### config.mk
export PLATFORM = sky130hd
export DESIGN_NAME = dbr_unit
export DESIGN_NICKNAME = d
export VERILOG_FILES = /design/src/rtl/dbr_pkg.sv /design/src/rtl/dbr_decode.sv /design/src/rtl/dbr_count.sv /design/src/rtl/dbr_target.sv /design/src/rtl/dbr_unit.sv
export SDC_FILE = /design/constraint.sdc
export NUM_CORES = 1
export LEC_CHECK = 0
export ABC_AREA = 1
export BUFFER_PORTS_ARGS = -buffer_cell sky130_fd_sc_hd__buf_4
export CAP_MARGIN = 10
export CORE_ASPECT_RATIO = 0.8
export CORE_MARGIN = 2
export CORE_UTILIZATION = 30
export DETAILED_ROUTE_END_ITERATION = 10
export GPL_ROUTABILITY_DRIVEN = 0
export GPL_TIMING_DRIVEN = 0
export SYNTH_ARGS = -nofsm -noshare
export SYNTH_HDL_FRONTEND = slang
export SYNTH_SLANG_ARGS = --single-unit
### constraint.sdc
create_clock -name clk -period 5.05 [get_ports clk]
set_input_delay 1.01 -clock clk [delete_from_list [all_inputs] [get_ports clk]]
set_output_delay 1.01 -clock clk [all_outputs]
set_load 0.005 [all_outputs]
### src/rtl/dbr_pkg.sv
package dbr_pkg;
  localparam logic [7:0] OPC_SHORT = 8'h06;
  localparam logic [7:0] OPC_LONG  = 8'h46;

  typedef enum logic [1:0] {
    FORM_NONE  = 2'd0,
    FORM_SHORT = 2'd1,
    FORM_LONG  = 2'd2
  } form_e;
endpackage

### src/rtl/dbr_decode.sv
module dbr_decode
  import dbr_pkg::*;
#(
  parameter int IW  = 32,
  parameter int RAW = 4,
  parameter int DW  = 12
) (
  input  logic [IW-1:0]  word,
  output form_e          form,
  output logic [RAW-1:0] fld_cnt,
  output logic [RAW-1:0] fld_a,
  output logic [RAW-1:0] fld_b,
  output logic [DW-1:0]  disp,
  output logic           use_a,
  output logic           use_b
);
  localparam int OPC_HI = IW - 1;
  localparam int CNT_HI = IW - 9;
  localparam int A_HI   = CNT_HI - RAW;
  localparam int B_HI   = A_HI - RAW;

  logic [7:0] opc;

  assign opc     = word[OPC_HI -: 8];
  assign fld_cnt = word[CNT_HI -: RAW];
  assign fld_a   = word[A_HI -: RAW];
  assign fld_b   = word[B_HI -: RAW];
  assign disp    = word[DW-1:0];

  always_comb begin
    unique case (opc)
      OPC_SHORT: form = FORM_SHORT;
      OPC_LONG:  form = FORM_LONG;
      default:   form = FORM_NONE;
    endcase
  end

  // a nonzero field selects the register; zero means "no register"
  assign use_a = (fld_a != '0);
  assign use_b = (form == FORM_LONG) && (fld_b != '0);
endmodule

### src/rtl/dbr_count.sv
module dbr_count #(
  parameter int XLEN = 32
) (
  input  logic [XLEN-1:0] cnt_in,
  output logic [XLEN-1:0] cnt_dec,
  output logic            cnt_nz
);
  // plain modular subtraction: overflow is discarded on purpose
  assign cnt_dec = cnt_in - XLEN'(1);
  assign cnt_nz  = |cnt_dec;
endmodule

### src/rtl/dbr_target.sv
module dbr_target
  import dbr_pkg::*;
#(
  parameter int XLEN        = 32,
  parameter int AW          = 24,
  parameter int DW          = 12,
  parameter int SHORT_BYTES = 2,
  parameter int LONG_BYTES  = 4
) (
  input  form_e           form,
  input  logic            use_a,
  input  logic            use_b,
  input  logic [XLEN-1:0] rd_a,
  input  logic [XLEN-1:0] rd_b,
  input  logic [DW-1:0]   disp,
  input  logic [AW-1:0]   cur_ic,
  output logic [AW-1:0]   tgt,
  output logic [AW-1:0]   seq,
  output logic            may_branch
);
  logic [XLEN-1:0] op_a, op_b, sum;
  logic [AW-1:0]   step;

  assign op_a = use_a ? rd_a : '0;
  assign op_b = use_b ? rd_b : '0;
  assign sum  = op_a + op_b + XLEN'(disp);

  always_comb begin
    if (form == FORM_LONG) begin
      tgt        = sum[AW-1:0];
      step       = AW'(LONG_BYTES);
      may_branch = 1'b1;
    end else begin
      tgt        = rd_a[AW-1:0];
      step       = AW'(SHORT_BYTES);
      may_branch = use_a;
    end
  end

  assign seq = cur_ic + step;
endmodule

### src/rtl/dbr_unit.sv
module dbr_unit
  import dbr_pkg::*;
#(
  parameter int XLEN = 32,
  parameter int AW   = 24,
  parameter int RAW  = 4,
  parameter int DW   = 12
) (
  input  logic            clk,
  input  logic            rst,
  input  logic            ins_valid,
  input  logic [31:0]     ins_word,
  input  logic [AW-1:0]   cur_ic,
  output logic [RAW-1:0]  rf_ra_cnt,
  output logic [RAW-1:0]  rf_ra_a,
  output logic [RAW-1:0]  rf_ra_b,
  input  logic [XLEN-1:0] rf_rd_cnt,
  input  logic [XLEN-1:0] rf_rd_a,
  input  logic [XLEN-1:0] rf_rd_b,
  output logic            rf_we,
  output logic [RAW-1:0]  rf_wa,
  output logic [XLEN-1:0] rf_wd,
  output logic            br_done,
  output logic            br_taken,
  output logic [AW-1:0]   br_next_ic,
  output logic            bad_op
);
  form_e           form;
  logic [RAW-1:0]  f_cnt, f_a, f_b;
  logic [DW-1:0]   disp;
  logic            use_a, use_b;
  logic [XLEN-1:0] dec;
  logic            nz;
  logic [AW-1:0]   tgt, seq;
  logic            may_branch;
  logic            known, fire, take;

  dbr_decode #(.IW(32), .RAW(RAW), .DW(DW)) u_dec (
    .word(ins_word), .form(form), .fld_cnt(f_cnt), .fld_a(f_a), .fld_b(f_b),
    .disp(disp), .use_a(use_a), .use_b(use_b)
  );

  dbr_count #(.XLEN(XLEN)) u_cnt (
    .cnt_in(rf_rd_cnt), .cnt_dec(dec), .cnt_nz(nz)
  );

  dbr_target #(.XLEN(XLEN), .AW(AW), .DW(DW)) u_tgt (
    .form(form), .use_a(use_a), .use_b(use_b), .rd_a(rf_rd_a), .rd_b(rf_rd_b),
    .disp(disp), .cur_ic(cur_ic), .tgt(tgt), .seq(seq), .may_branch(may_branch)
  );

  assign rf_ra_cnt = f_cnt;
  assign rf_ra_a   = f_a;
  assign rf_ra_b   = f_b;

  assign known = (form != FORM_NONE);
  assign fire  = ins_valid && known;
  assign take  = may_branch && nz;

  always_ff @(posedge clk) begin
    if (rst) begin
      rf_we      <= 1'b0;
      rf_wa      <= '0;
      rf_wd      <= '0;
      br_done    <= 1'b0;
      br_taken   <= 1'b0;
      br_next_ic <= '0;
      bad_op     <= 1'b0;
    end else begin
      rf_we    <= fire;
      br_done  <= fire;
      br_taken <= fire && take;
      bad_op   <= ins_valid && !known;
      if (fire) begin
        rf_wa      <= f_cnt;
        rf_wd      <= dec;
        br_next_ic <= take ? tgt : seq;
      end
    end
  end


  unsup_quiet_chk: assert property (@(posedge clk) disable iff (rst)
    bad_op |-> (!rf_we && !br_taken && !br_done));


  taken_nonzero_chk: assert property (@(posedge clk) disable iff (rst)
    br_taken |-> (rf_wd != '0));


  write_source_chk: assert property (@(posedge clk) disable iff (rst)
    rf_we |-> ($past(ins_valid) && rf_wa == $past(rf_ra_cnt)));


  idle_quiet_chk: assert property (@(posedge clk) disable iff (rst)
    !$past(ins_valid) |-> (!rf_we && !bad_op && !br_done && $stable(br_next_ic)));


  unsup_hold_chk: assert property (@(posedge clk) disable iff (rst)
    bad_op |-> $stable(br_next_ic));
endmodule

; Word level (Yosys, flattened, before mapping)
; Cells that the tools add are included.
[totals]
ff_bits = 63
input_bits = 155
out_inout_bits = 76
wordCells = 30
[op_classes]
addsub = 4
n_eq_ne = 3
n_mux = 7
n_reduce_logical = 10
[ops]
columns = op, count
row1 = $mux W24, 4
row2 = $reduce_or A32 Y1, 1
row3 = $sub A32 B1 Y32 const B, 1
row4 = $add A24 B12 Y24, 1
row5 = $add A24 B24 Y24, 1
row6 = $add A24 B3 Y24, 1
row7 = $eq A8 B3 Y1 const B, 1
row8 = $eq A8 B7 Y1 const B, 1
row9 = $reduce_bool A4 Y1, 2
row10 = $logic_and A1 B1 Y1, 5
row11 = $pmux W2 S2, 1
row12 = $mux W3, 1
row13 = $eq A2 B2 Y1 const B, 1
row14 = $reduce_bool A2 Y1, 1
row15 = $logic_not A1 Y1, 1
row16 = $mux W1, 1

; Longest topological paths before layout
; Gate-level depths: netlist of run 1.
[depth]
word_depth = 9
mapped_depth = 25
depth_no_buf = 24

; Modules after synthesis
; Synthesis of run 1 repeated with hierarchy kept, for this count alone.
[hier_totals]
cells_unflattened = 1427
area_unflattened_um2 = 7770.0
[by_module_without_submodules]
columns = module, instances, cells_each, area_per_inst_um2
row1 = dbr_target, 1, 611, 3189.3
row2 = dbr_unit, 1, 501, 3052.9
row3 = dbr_count, 1, 267, 1251.2
row4 = dbr_decode, 1, 48, 276.5

; Worst setup path before layout of run 1
; OpenSTA, ideal clock, no wires.
[synth_timing]
kind = input -> register
startpoint = input ins_word[24]
endpoint = register br_next_ic[19]
t_arrival_ps = 3982
required_ps = 4918
path_slack_ps = 936
cell_stages = 24
cell_sequence = nor2_1 -> nand3_1 -> nor2_1 -> clkbuf_1 -> nand3_1 -> fa_1 -> inv_1 -> ha_1 -> inv_1 -> fa_1 -> inv_1 -> nand2_1 -> a21oi_1 -> nand2_1 -> nand2_1 -> nand2_1 -> nand2_1 -> nand2_1 -> nand3_1 -> nand3_1 -> nand2_1 -> nand3_1 -> nand3_1 -> a21oi_1
[synth_via]
elab_chain_cells = 9
[synth_lines]
columns = item, line_no
row1 = from (decl), dbr_unit.sv:12  ; input logic [31:0] ins_word,
row2 = $eq A8 B7 Y1 or $eq A8 B3 Y1 (tied branches), dbr_decode.sv:31  ; unique case (opc)
row3 = $pmux W2 S2 *, dbr_decode.sv:31
row4 = $eq A2 B2 Y1, "dbr_decode.sv:40, dbr_target.sv:29"
row5 = $logic_and A1 B1 Y1, dbr_decode.sv:40  ; assign use_b = (form == FORM_LONG) && (fld_b != '0);
row6 = $mux W24, dbr_target.sv:25  ; assign op_b = use_b ? rd_b : '0;
row7 = $add A24 B24 Y24, dbr_target.sv:26  ; assign sum = op_a + op_b + XLEN'(disp);
row8 = $add A24 B12 Y24, dbr_target.sv:26
row9 = $mux W24, dbr_target.sv:29  ; if (form == FORM_LONG) begin
row10 = $mux W24, dbr_unit.sv:77  ; br_next_ic <= take ? tgt : seq;
row11 = to (signal assigned), dbr_unit.sv:77
row12 = to (decl), dbr_unit.sv:25  ; output logic [AW-1:0] br_next_ic,
; Mark *: on every way between the ends. The rest lies on a longest branch, timed or not.
; A chain may end at the register's enable or synchronous reset.

; Worst setup path in the final report of run 1
; Same ends and word-level chain as after synthesis.

==> run metrics, run 1 <==
status=completed; CP required=5.24 ns; Die X=170 µm; ranking of synthesized cells by area=dfxtp_1 (19%), nand2_1 (18%), nor2_1 (10%), inv_1 (9.2%), nand3_1 (7.6%); Achievable Freq=0.219 GHz; reg2reg end=rf_wd[9]$_SDFFE_PP0P_; Net count, final=approximately 1600; Crit Path Max Fanout=11; Post-synth EDFFs=0; Global Route Usage Sum=21.1%; CP Buf/Inv Count=5; Synth Area in Adders=~11%; H-Tree Depth=3; Yosys top cell area share=19.1%; Placed Instances=1630; total clock sinks=63; core box area=~22000 µm²; Setup CP Type=input pin to register; largest family of logic cells by synthesized area=simple AND/OR/NAND/NOR gates; Slew Viols, Final=0; worst reg2reg path depth=4; fraction of layout cells with a size suffix above 1=19.7%; reg2reg start=rf_wd[9]$_SDFFE_PP0P_; Hold WS=approximately 0.47 ns; Synth Area in XOR/XNOR=4.11%; max_cap viols=0; post-synthesis compound-gate area fraction=around a tenth; number of buffers created by CTS=9; Top delay family on crit path=simple AND/OR/NAND/NOR gates; register-to-register setup slack=4.31 ns; multiplexer area fraction after synthesis=0%; Worst slew margin=51.5%; Fin Clk Skew=0 ns; FP Rows=48; CP Launch Type=input pin; pwr dens=168 nW/µm²; slowest stage delay, CP=0.40 ns; Root Driver=clkbuf_16; most frequent CP cell=nand2_1; crit path time final=4.57 ns; full die area=23200 µm²; die height=137 µm; FF/Latch Area=1260 µm²; Hold Crit Class=register to register; Mapped Avg Cell Area=5.79 µm²; largest net degree at the start of global routing=12; Crit. End Element=register; Final ANT Viol Nets=0; DR DRC count=0; post-layout util=40.9%; worst skew pair latency=0.32 ns; critical path depth=25; sequential share of the synthesized area=19.1%; first-pass GRT wire length=38.3 mm; CP endpoint=br_next_ic[19]$_SDFFE_PP0P_; diode count=0; LEAKAGE=0.00474 µW; fin crit share=about nine tenths; RSZ-0062 raised after global routing=false; Final Setup Violations=0; DRT iter0 DRCs=between 500 and 600; Mapped Area=6610 µm²; Synth area leader=dfxtp_1; DPL Wire Length=about 21 mm; CTS tree=built; simple-gate share of the synthesized area=41.7%; area delta synth->final=33.6%; Critical Path AT=4.75 ns; # port buffers=around 210; Reg clk slew, reported paths=about 0.060 ns; Non-Filler Instances=1645; Most used DFF post-synth=dfxtp_1; Cell variety after synth=38; CP max-delay cell=fa_1; DR vias/cell=around 4.8; syn_nets=between 1000 and 1500; vias in the first global route=7198; first drt pass iteration count=5; fill count=between 2000 and 2500; Post-synth ARST share=0%; transition time of the tightest slew-check pin=0.721 ns; final hold vios=0; Commonest cells post-synth=nand2_1 (318), nor2_1 (177), inv_1 (162); yosys warns=0; Max VDD drop=0.141 mV; initial antenna violation count=0; dominant cell by count in the synthesized netlist=nand2_1; multi-input logic area=4470 µm²; Max Buffers Root-to-Sink=2; I/O pin cnt=roughly 230; Syn Inst Count=1142; CP Launch Point=ins_word[24]; Synth Register Bits=63; Avg WL per Cell=approximately 15 µm; GR Overflow Total=0; routed via count=about 8000; Initial Util=30.6%; Post-Route WL=about 25 mm
## layout make-up
type                            count  area share, %
Buffer                             48           3.12
Clock buffer                       11           2.75
Clock inverter                      4          0.368
Inverter                          163           6.93
Multi-Input combinational cell    868           50.6
Sequential cell                    63           14.3
Tap cell                          275           3.90
Timing Repair Buffer              213           18.1
## kinds of logic after synthesis
kind of cell | Yosys count
compound gates | 133
xor+xnor | 31
fa+ha+maj | 51
buf+inv | 211
flops | 63
simple gates | 653
## worst min path at each step
stage	startpoint	endpoint	slack, ns	cells past startpoint
after floorplan	br_next_ic[0]$_SDFFE_PP0P_	br_next_ic[0]$_SDFFE_PP0P_	0.46	2
after global placement	br_next_ic[17]$_SDFFE_PP0P_	br_next_ic[17]$_SDFFE_PP0P_	0.46	2
after detailed placement	br_next_ic[1]$_SDFFE_PP0P_	br_next_ic[1]$_SDFFE_PP0P_	0.46	2
after CTS	br_next_ic[1]$_SDFFE_PP0P_	br_next_ic[1]$_SDFFE_PP0P_	0.47	2
after global routing	br_next_ic[17]$_SDFFE_PP0P_	br_next_ic[17]$_SDFFE_PP0P_	0.49	2
final	br_next_ic[1]$_SDFFE_PP0P_	br_next_ic[1]$_SDFFE_PP0P_	0.47	2
## where the power goes
part           total (µW)  switching [µW]  internal [µW]  leakage, µW
sequential            501            1.14            499     0.000508
clock                 570             226            344     0.000128
combinational         409             230            179      0.00411
## per-layer routing
layer	vias to the layer above	wire, µm	track usage (%)
li1	4035	-	-
met1	3520	12300	31.8
met2	298	9480	29.8
met3	39	2120	4.34
met4	0	724	6.08
met5	-	0	0
## per-stage QoR
step	power (µW)	worst slack [ns]	TNS, ns	instance area, µm²
after global placement	911	-0.198	-0.725	8550
after global routing	1560	0.0865	0	8830
after floorplan	733	0.936	0	6610
after detailed placement	915	-0.219	-0.767	8550
after CTS	1490	0.116	0	8830
final	1480	0.485	0	8830
## worst reg2reg max path, stage by stage, from the launching register on
cell     delay [ns]
dfxtp_1        0.38
nor2_1         0.07
nor2_1         0.09
o21ai_0        0.08
inv_1          0.07
## registers in the layout (all words and copies together), names as in the netlist
| register | flops |
|---|---|
| bad_op | 1 |
| rf_wd | 32 |
| br_next_ic | 24 |
| br_done | 1 |
| br_taken | 1 |
| rf_wa | 4 |
## cell usage in the layout, fill, tap and decap left out, drive strengths merged, types with 9 or more instances in the layout
master and n:
buf 235, nand3b 9, dfxtp 63, a21oi 46
nand3 101, o21ai 72, xor2 18, nor3 10
nand4 15, nand2 325, fa 14, inv 163
clkbuf 37, ha 37, nor2 185, xnor2 13
## timing repair
action	4_1_cts	5_1_grt
endpoints found under the setup margin	0	8
gates resized for setup	0	3
hold buffers	0	0
hold endpoints to repair	0	0
buffers inserted	0	0
Power figures use the tool's default switching activity.
==> run 2, diff against run 1 <==
--- a/config.mk
+++ b/config.mk
@@ -8,12 +8,15 @@
 export ABC_AREA = 1
 export BUFFER_PORTS_ARGS = -buffer_cell sky130_fd_sc_hd__buf_4
 export CAP_MARGIN = 10
+export CELL_PAD_IN_SITES_DETAIL_PLACEMENT = 1
+export CELL_PAD_IN_SITES_GLOBAL_PLACEMENT = 1
 export CORE_ASPECT_RATIO = 0.8
 export CORE_MARGIN = 2
 export CORE_UTILIZATION = 30
 export DETAILED_ROUTE_END_ITERATION = 10
 export GPL_ROUTABILITY_DRIVEN = 0
 export GPL_TIMING_DRIVEN = 0
+export PLACE_DENSITY_LB_ADDON = 0.1
 export SYNTH_ARGS = -nofsm -noshare
 export SYNTH_HDL_FRONTEND = slang
 export SYNTH_SLANG_ARGS = --single-unit
==> run metrics, run 2 (same netlist as run 1, synthesis figures left out) <==
status=completed; register-to-register setup slack=4.30 ns; Hold Crit Class=register to register; Biggest register=rf_wd; max_cap viols=0; Final ANT Viol Nets=0; worst reg2reg path depth=4; Reg clk slew, reported paths=0.06 ns; DR vias/cell=4.81; Largest regs=rf_wd x32, br_next_ic x24, rf_wa x4; Global Route Usage Sum=23.6%; crit path time final=4.53 ns; full die area=about 23000 µm²; Initial Util=30.6%; CP Buf/Inv Count=5; fin crit share=89.6%; critical path depth=25; post-layout util=41.2%; Top delay family on crit path=simple AND/OR/NAND/NOR gates; Achievable Freq=approximately 0.22 GHz; pwr dens=187 nW/µm²; max reg flops=32; RSZ-0062 raised after global routing=false; CP Launch Type=input pin; CP required=5.24 ns; Critical Path AT=between 4 and 5 ns; Placement Cell Area=about 8600 µm²; final hold vios=0; first drt pass iteration count=5; DRT iter0 DRCs=slightly above 400; worst skew pair latency=0.33 ns; Net count, final=about 1600; Post-Route WL=27.1 mm; I/O pin cnt=between 200 and 250; routed via count=slightly below 8000; total clock sinks=63; largest net degree at the start of global routing=13; Max Buffers Root-to-Sink=2; Avg WL per Cell=16.5 µm; Worst slew margin=55.1%; CP endpoint=br_next_ic[19]$_SDFFE_PP0P_; # port buffers=213; fraction of layout cells with a size suffix above 1=around a fifth; core box area=between 20000 and 25000 µm²; Slew Viols, Final=0; most common cell after layout, fill and taps aside=nand2_1; TNS Setup=0 ns; reg2reg end=rf_wd[9]$_SDFFE_PP0P_; slowest stage delay, CP=0.42 ns; CP max-delay cell=fa_1; H-Tree Depth=3; most frequent cells in the layout=nand2_1 (318), buf_4 (226), nor2_1 (176); transition time of the tightest slew-check pin=0.668 ns; FP Rows=48; vias in the first global route=7726; DPL Wire Length=23.4 mm; diode count=0; Crit Path Max Fanout=11; Fin Clk Skew=0 ns; Max VDD drop=between 0.15 and 0.2 mV; Crit. End Element=register; number of buffers created by CTS=9; first-pass GRT wire length=42.1 mm; Setup CP Type=input pin to register; Die X=between 150 and 200 µm; CP Launch Point=ins_word[24]; Root Driver=clkbuf_16; GR Overflow Total=0; most frequent CP cell=nand2_1; Final Power=1670 µW; area delta synth->final=34.9%; hold_buf cts=0; DR DRC count=0; LEAKAGE=between 0.004 and 0.005 µW; CTS tree=built; fin area=a little under 9000 µm²; initial antenna violation count=0; post-CTS setup buffer count=0; reg2reg start=rf_wd[9]$_SDFFE_PP0P_; Final Setup Violations=0; die height=between 100 and 150 µm
==> run 2: cell types whose count changed in the layout (fill, tap and decap cells not counted), sizes merged <==
cell,delta
clkinv,-2
inv,+2
clkbuf,-2
bufinv,+3
clkinvlp,-1
buf,+1
==> run 2: area by class of cell <==
cell class	instances	area (µm²)
Fill cell	2945	12700
Multi-Input combinational cell	868	4470
Timing Repair Buffer	213	1600
Sequential cell	63	1260
Inverter	163	612
Tap cell	275	344
Buffer	48	275
Clock buffer	10	239
Clock inverter	6	115
==> run 2: report_power, final <==
part	switching, µW	leakage, µW	internal, µW
Clock	247	0.000170	499
Combinational	241	0.00411	180
Sequential	1.13	0.000508	499
==> run 2: what timing repair did <==
action                     in CTS  in global routing
setup endpoints to repair       1                  6
resized for setup               1                  3
cloned                          0                  0
pin swaps                       0                  0
==> run 2: worst min-delay path by stage <==
stage               cells after the start                   startpoint                           to  slack [ns]
finish                                  2  br_next_ic[21]$_SDFFE_PP0P_  br_next_ic[21]$_SDFFE_PP0P_        0.47
global route                            2  br_next_ic[12]$_SDFFE_PP0P_  br_next_ic[12]$_SDFFE_PP0P_        0.50
CTS                                     2  br_next_ic[21]$_SDFFE_PP0P_  br_next_ic[21]$_SDFFE_PP0P_        0.47
detailed placement                      2  br_next_ic[19]$_SDFFE_PP0P_  br_next_ic[19]$_SDFFE_PP0P_        0.46
global placement                        2  br_next_ic[18]$_SDFFE_PP0P_  br_next_ic[18]$_SDFFE_PP0P_        0.46
floorplan                               2   br_next_ic[0]$_SDFFE_PP0P_   br_next_ic[0]$_SDFFE_PP0P_        0.46
==> run 2: metrics by stage <==
step                      std cells  worst slack (ns)  hold slack, ns
final                          1646             0.524           0.468
after global routing           1646            0.0475           0.496
after CTS                      1646             0.233           0.471
after detailed placement       1630            -0.371           0.459
after global placement         1630            -0.212           0.456
after floorplan                1142             0.936           0.462
==> run 2: tightest hold or removal path: cells and delay by family (launching register included) <==
family | cells | cell delay, ns
AOI/OAI and AO/OA | 1 | 0.05
DFF | 1 | 0.31
and+or+nand+nor | 1 | 0.06
==> run 2: layer usage <==
layer | vias to the layer above | part of all wire [%] | global-route usage, % | wire length (µm)
li1 | 4028 | - | - | -
met2 | 222 | 38 | 33.5 | 10300
met4 | 0 | 0.74 | 3.04 | 202
met3 | 15 | 7.0 | 4.66 | 1900
met5 | - | 0 | 0 | 0
met1 | 3649 | 54 | 36.9 | 14800
==> run 3, diff against run 2 <==
--- a/config.mk
+++ b/config.mk
@@ -10,13 +10,14 @@
 export CAP_MARGIN = 10
 export CELL_PAD_IN_SITES_DETAIL_PLACEMENT = 1
 export CELL_PAD_IN_SITES_GLOBAL_PLACEMENT = 1
-export CORE_ASPECT_RATIO = 0.8
+export CORE_ASPECT_RATIO = 2
 export CORE_MARGIN = 2
 export CORE_UTILIZATION = 30
 export DETAILED_ROUTE_END_ITERATION = 10
 export GPL_ROUTABILITY_DRIVEN = 0
 export GPL_TIMING_DRIVEN = 0
 export PLACE_DENSITY_LB_ADDON = 0.1
+export SLEW_MARGIN = 20
 export SYNTH_ARGS = -nofsm -noshare
 export SYNTH_HDL_FRONTEND = slang
 export SYNTH_SLANG_ARGS = --single-unit
==> run metrics, run 3 (same netlist as run 1, synthesis figures left out) <==
Hold EP=br_next_ic[1]$_SDFFE_PP0P_; Int Pwr=around 1100 µW; Die X=about 110 µm; Post-Route WL=30.0 mm; Fin Clk Skew=0 ns; register-to-register setup slack=approximately 4.3 ns; Avg WL per Cell=18.2 µm; DPL Wire Length=around 26 mm; combinational fraction of design power=between 20 and 30%; pwr dens=177 nW/µm²; final hold vios=0; max reg flops=32; Worst slew margin=a little over half; hold_buf cts=0; Largest regs=rf_wd x32, br_next_ic x24, rf_wa x4; Root Driver=clkbuf_16; CP required=5.25 ns; routed via count=8094; core box area=21600 µm²; Biggest register=rf_wd; Achievable Freq=0.213 GHz; initial antenna violation count=2; worst reg2reg path depth=2; number of buffers created by CTS=9; post-CTS setup buffer count=0; FP Rows=76; CTS tree=built; Initial Util=30.6%; Crit. End Element=register; reg2reg end=rf_wd[3]$_SDFFE_PP0P_; RSZ-0062 raised after global routing=false; Critical Path AT=4.88 ns; Setup WS pre-CTS=-0.458 ns; Max Buffers Root-to-Sink=2; Global Route Usage Sum=25.9%; Clock power frac=approximately two fifths; transition time of the tightest slew-check pin=0.682 ns; die height=around 210 µm; I/O pin cnt=231; Final Setup Violations=0; total clock sinks=63; largest net degree at the start of global routing=13; hold depth=2; Crit Path Max Fanout=10; first drt pass iteration count=4; crit path time final=4.69 ns; final setup margin=0.363 ns; DR DRC count=0; GR Overflow Total=0; CP Launch Type=input pin; Hold Crit Class=register to register; Psw=slightly above 500 µW; Max VDD drop=0.150 mV; H-Tree Depth=3; Seq pwr share=a little under a third; DRT iter0 DRCs=280; first-pass GRT wire length=45.3 mm; fraction of layout cells with a size suffix above 1=between 10% and 20%; Slew Viols, Final=0; Setup CP Type=input pin to register; DR vias/cell=4.92; Sw Share=about 32%; LEAKAGE=0.00476 µW; most common cell after layout, fill and taps aside=nand2_1; most frequent cells in the layout=nand2_1 (318), buf_4 (226), nor2_1 (176); Hold WS=0.465 ns; reg2reg start=rf_wd[3]$_SDFFE_PP0P_; Final ANT Viol Nets=0; HP Start=br_next_ic[1]$_SDFFE_PP0P_; worst skew pair latency=0.33 ns; status=completed; max_cap viols=0; fin crit share=just over 90%; vias in the first global route=8511; Net count, final=1572; area delta synth->final=34.0%; Reg clk slew, reported paths=0.06 ns; full die area=23300 µm²; # port buffers=213
-- run 3: critical path: stages --
cell and delay, ns:
buf_4 0.11, nor2_1 0.09, nand3_1 0.11, nor2_2 0.29, nand2_1 0.22, clkbuf_1 0.31
nor2_1 0.21, fa_1 0.44, ha_1 0.37, nand2_1 0.21, inv_1 0.06, a21oi_1 0.42
nand2_1 0.27, nand2_1 0.14, a21o_1 0.11, nand3_1 0.06, o21ai_0 0.16, nand3_1 0.12
nand3_1 0.11, a21oi_1 0.06
-- run 3: worst max path at each step --
| stage | startpoint | end | slack [ns] | cells past startpoint |
|---|---|---|---|---|
| floorplan | ins_word[24] | br_next_ic[19]$_SDFFE_PP0P_ | 0.94 | 24 |
| global placement | ins_word[24] | br_next_ic[19]$_SDFFE_PP0P_ | -0.41 | 25 |
| detailed placement | ins_word[24] | br_next_ic[19]$_SDFFE_PP0P_ | -0.46 | 25 |
| CTS | ins_word[24] | br_next_ic[19]$_SDFFE_PP0P_ | 0.19 | 25 |
| global route | ins_word[24] | br_next_ic[19]$_SDFFE_PP0P_ | 0.003 | 26 |
| finish | ins_word[24] | br_next_ic[12]$_SDFFE_PP0P_ | 0.36 | 20 |
-- run 3: cell type report --
cell class / count / area (µm²)
flip-flops and latches: 63 / 1260
clock buffers: 9 / 225
clock inverters: 7 / 73.8
diodes: 2 / 5.00
multi-input cells: 868 / 4470
inverters: 163 / 612
well taps: 273 / 342
plain buffers: 48 / 275
repair buffers: 213 / 1600
fillers: 3023 / 12700
-- run 3: stage by stage --
step	instances	utilization, %	TNS [ns]	cell area, µm²	power, µW
final	1646	41.0	0	8860	1570
after global routing	1646	41.0	0	8860	1640
after CTS	1644	41.0	0	8850	1580
after detailed placement	1628	39.6	-2.78	8550	943
after global placement	1628	39.6	-2.03	8550	935
after floorplan	1142	-	0	6610	733
-- run 3: metal layers --
metal | routed length (µm) | GRT usage (%) | up-vias
li1 | - | - | 4024
met1 | 8830 | 20.1 | 3784
met2 | 18000 | 54.4 | 198
met3 | 936 | 2.80 | 88
met4 | 2250 | 17.8 | 0
met5 | 0 | 0 | -
-- run 3: power groups by stage --
stage	registers (µW)	clock network (µW)	logic (µW)
after floorplan	511	0	221
after global placement	511	0	424
after detailed placement	511	0	432
after CTS	500	647	433
after global routing	500	665	479
final	500	635	432
-- run 3: what timing repair did --
action | CTS | global route
resized for setup | 1 | 1
cloned | 0 | 0
setup endpoints to repair | 3 | 6
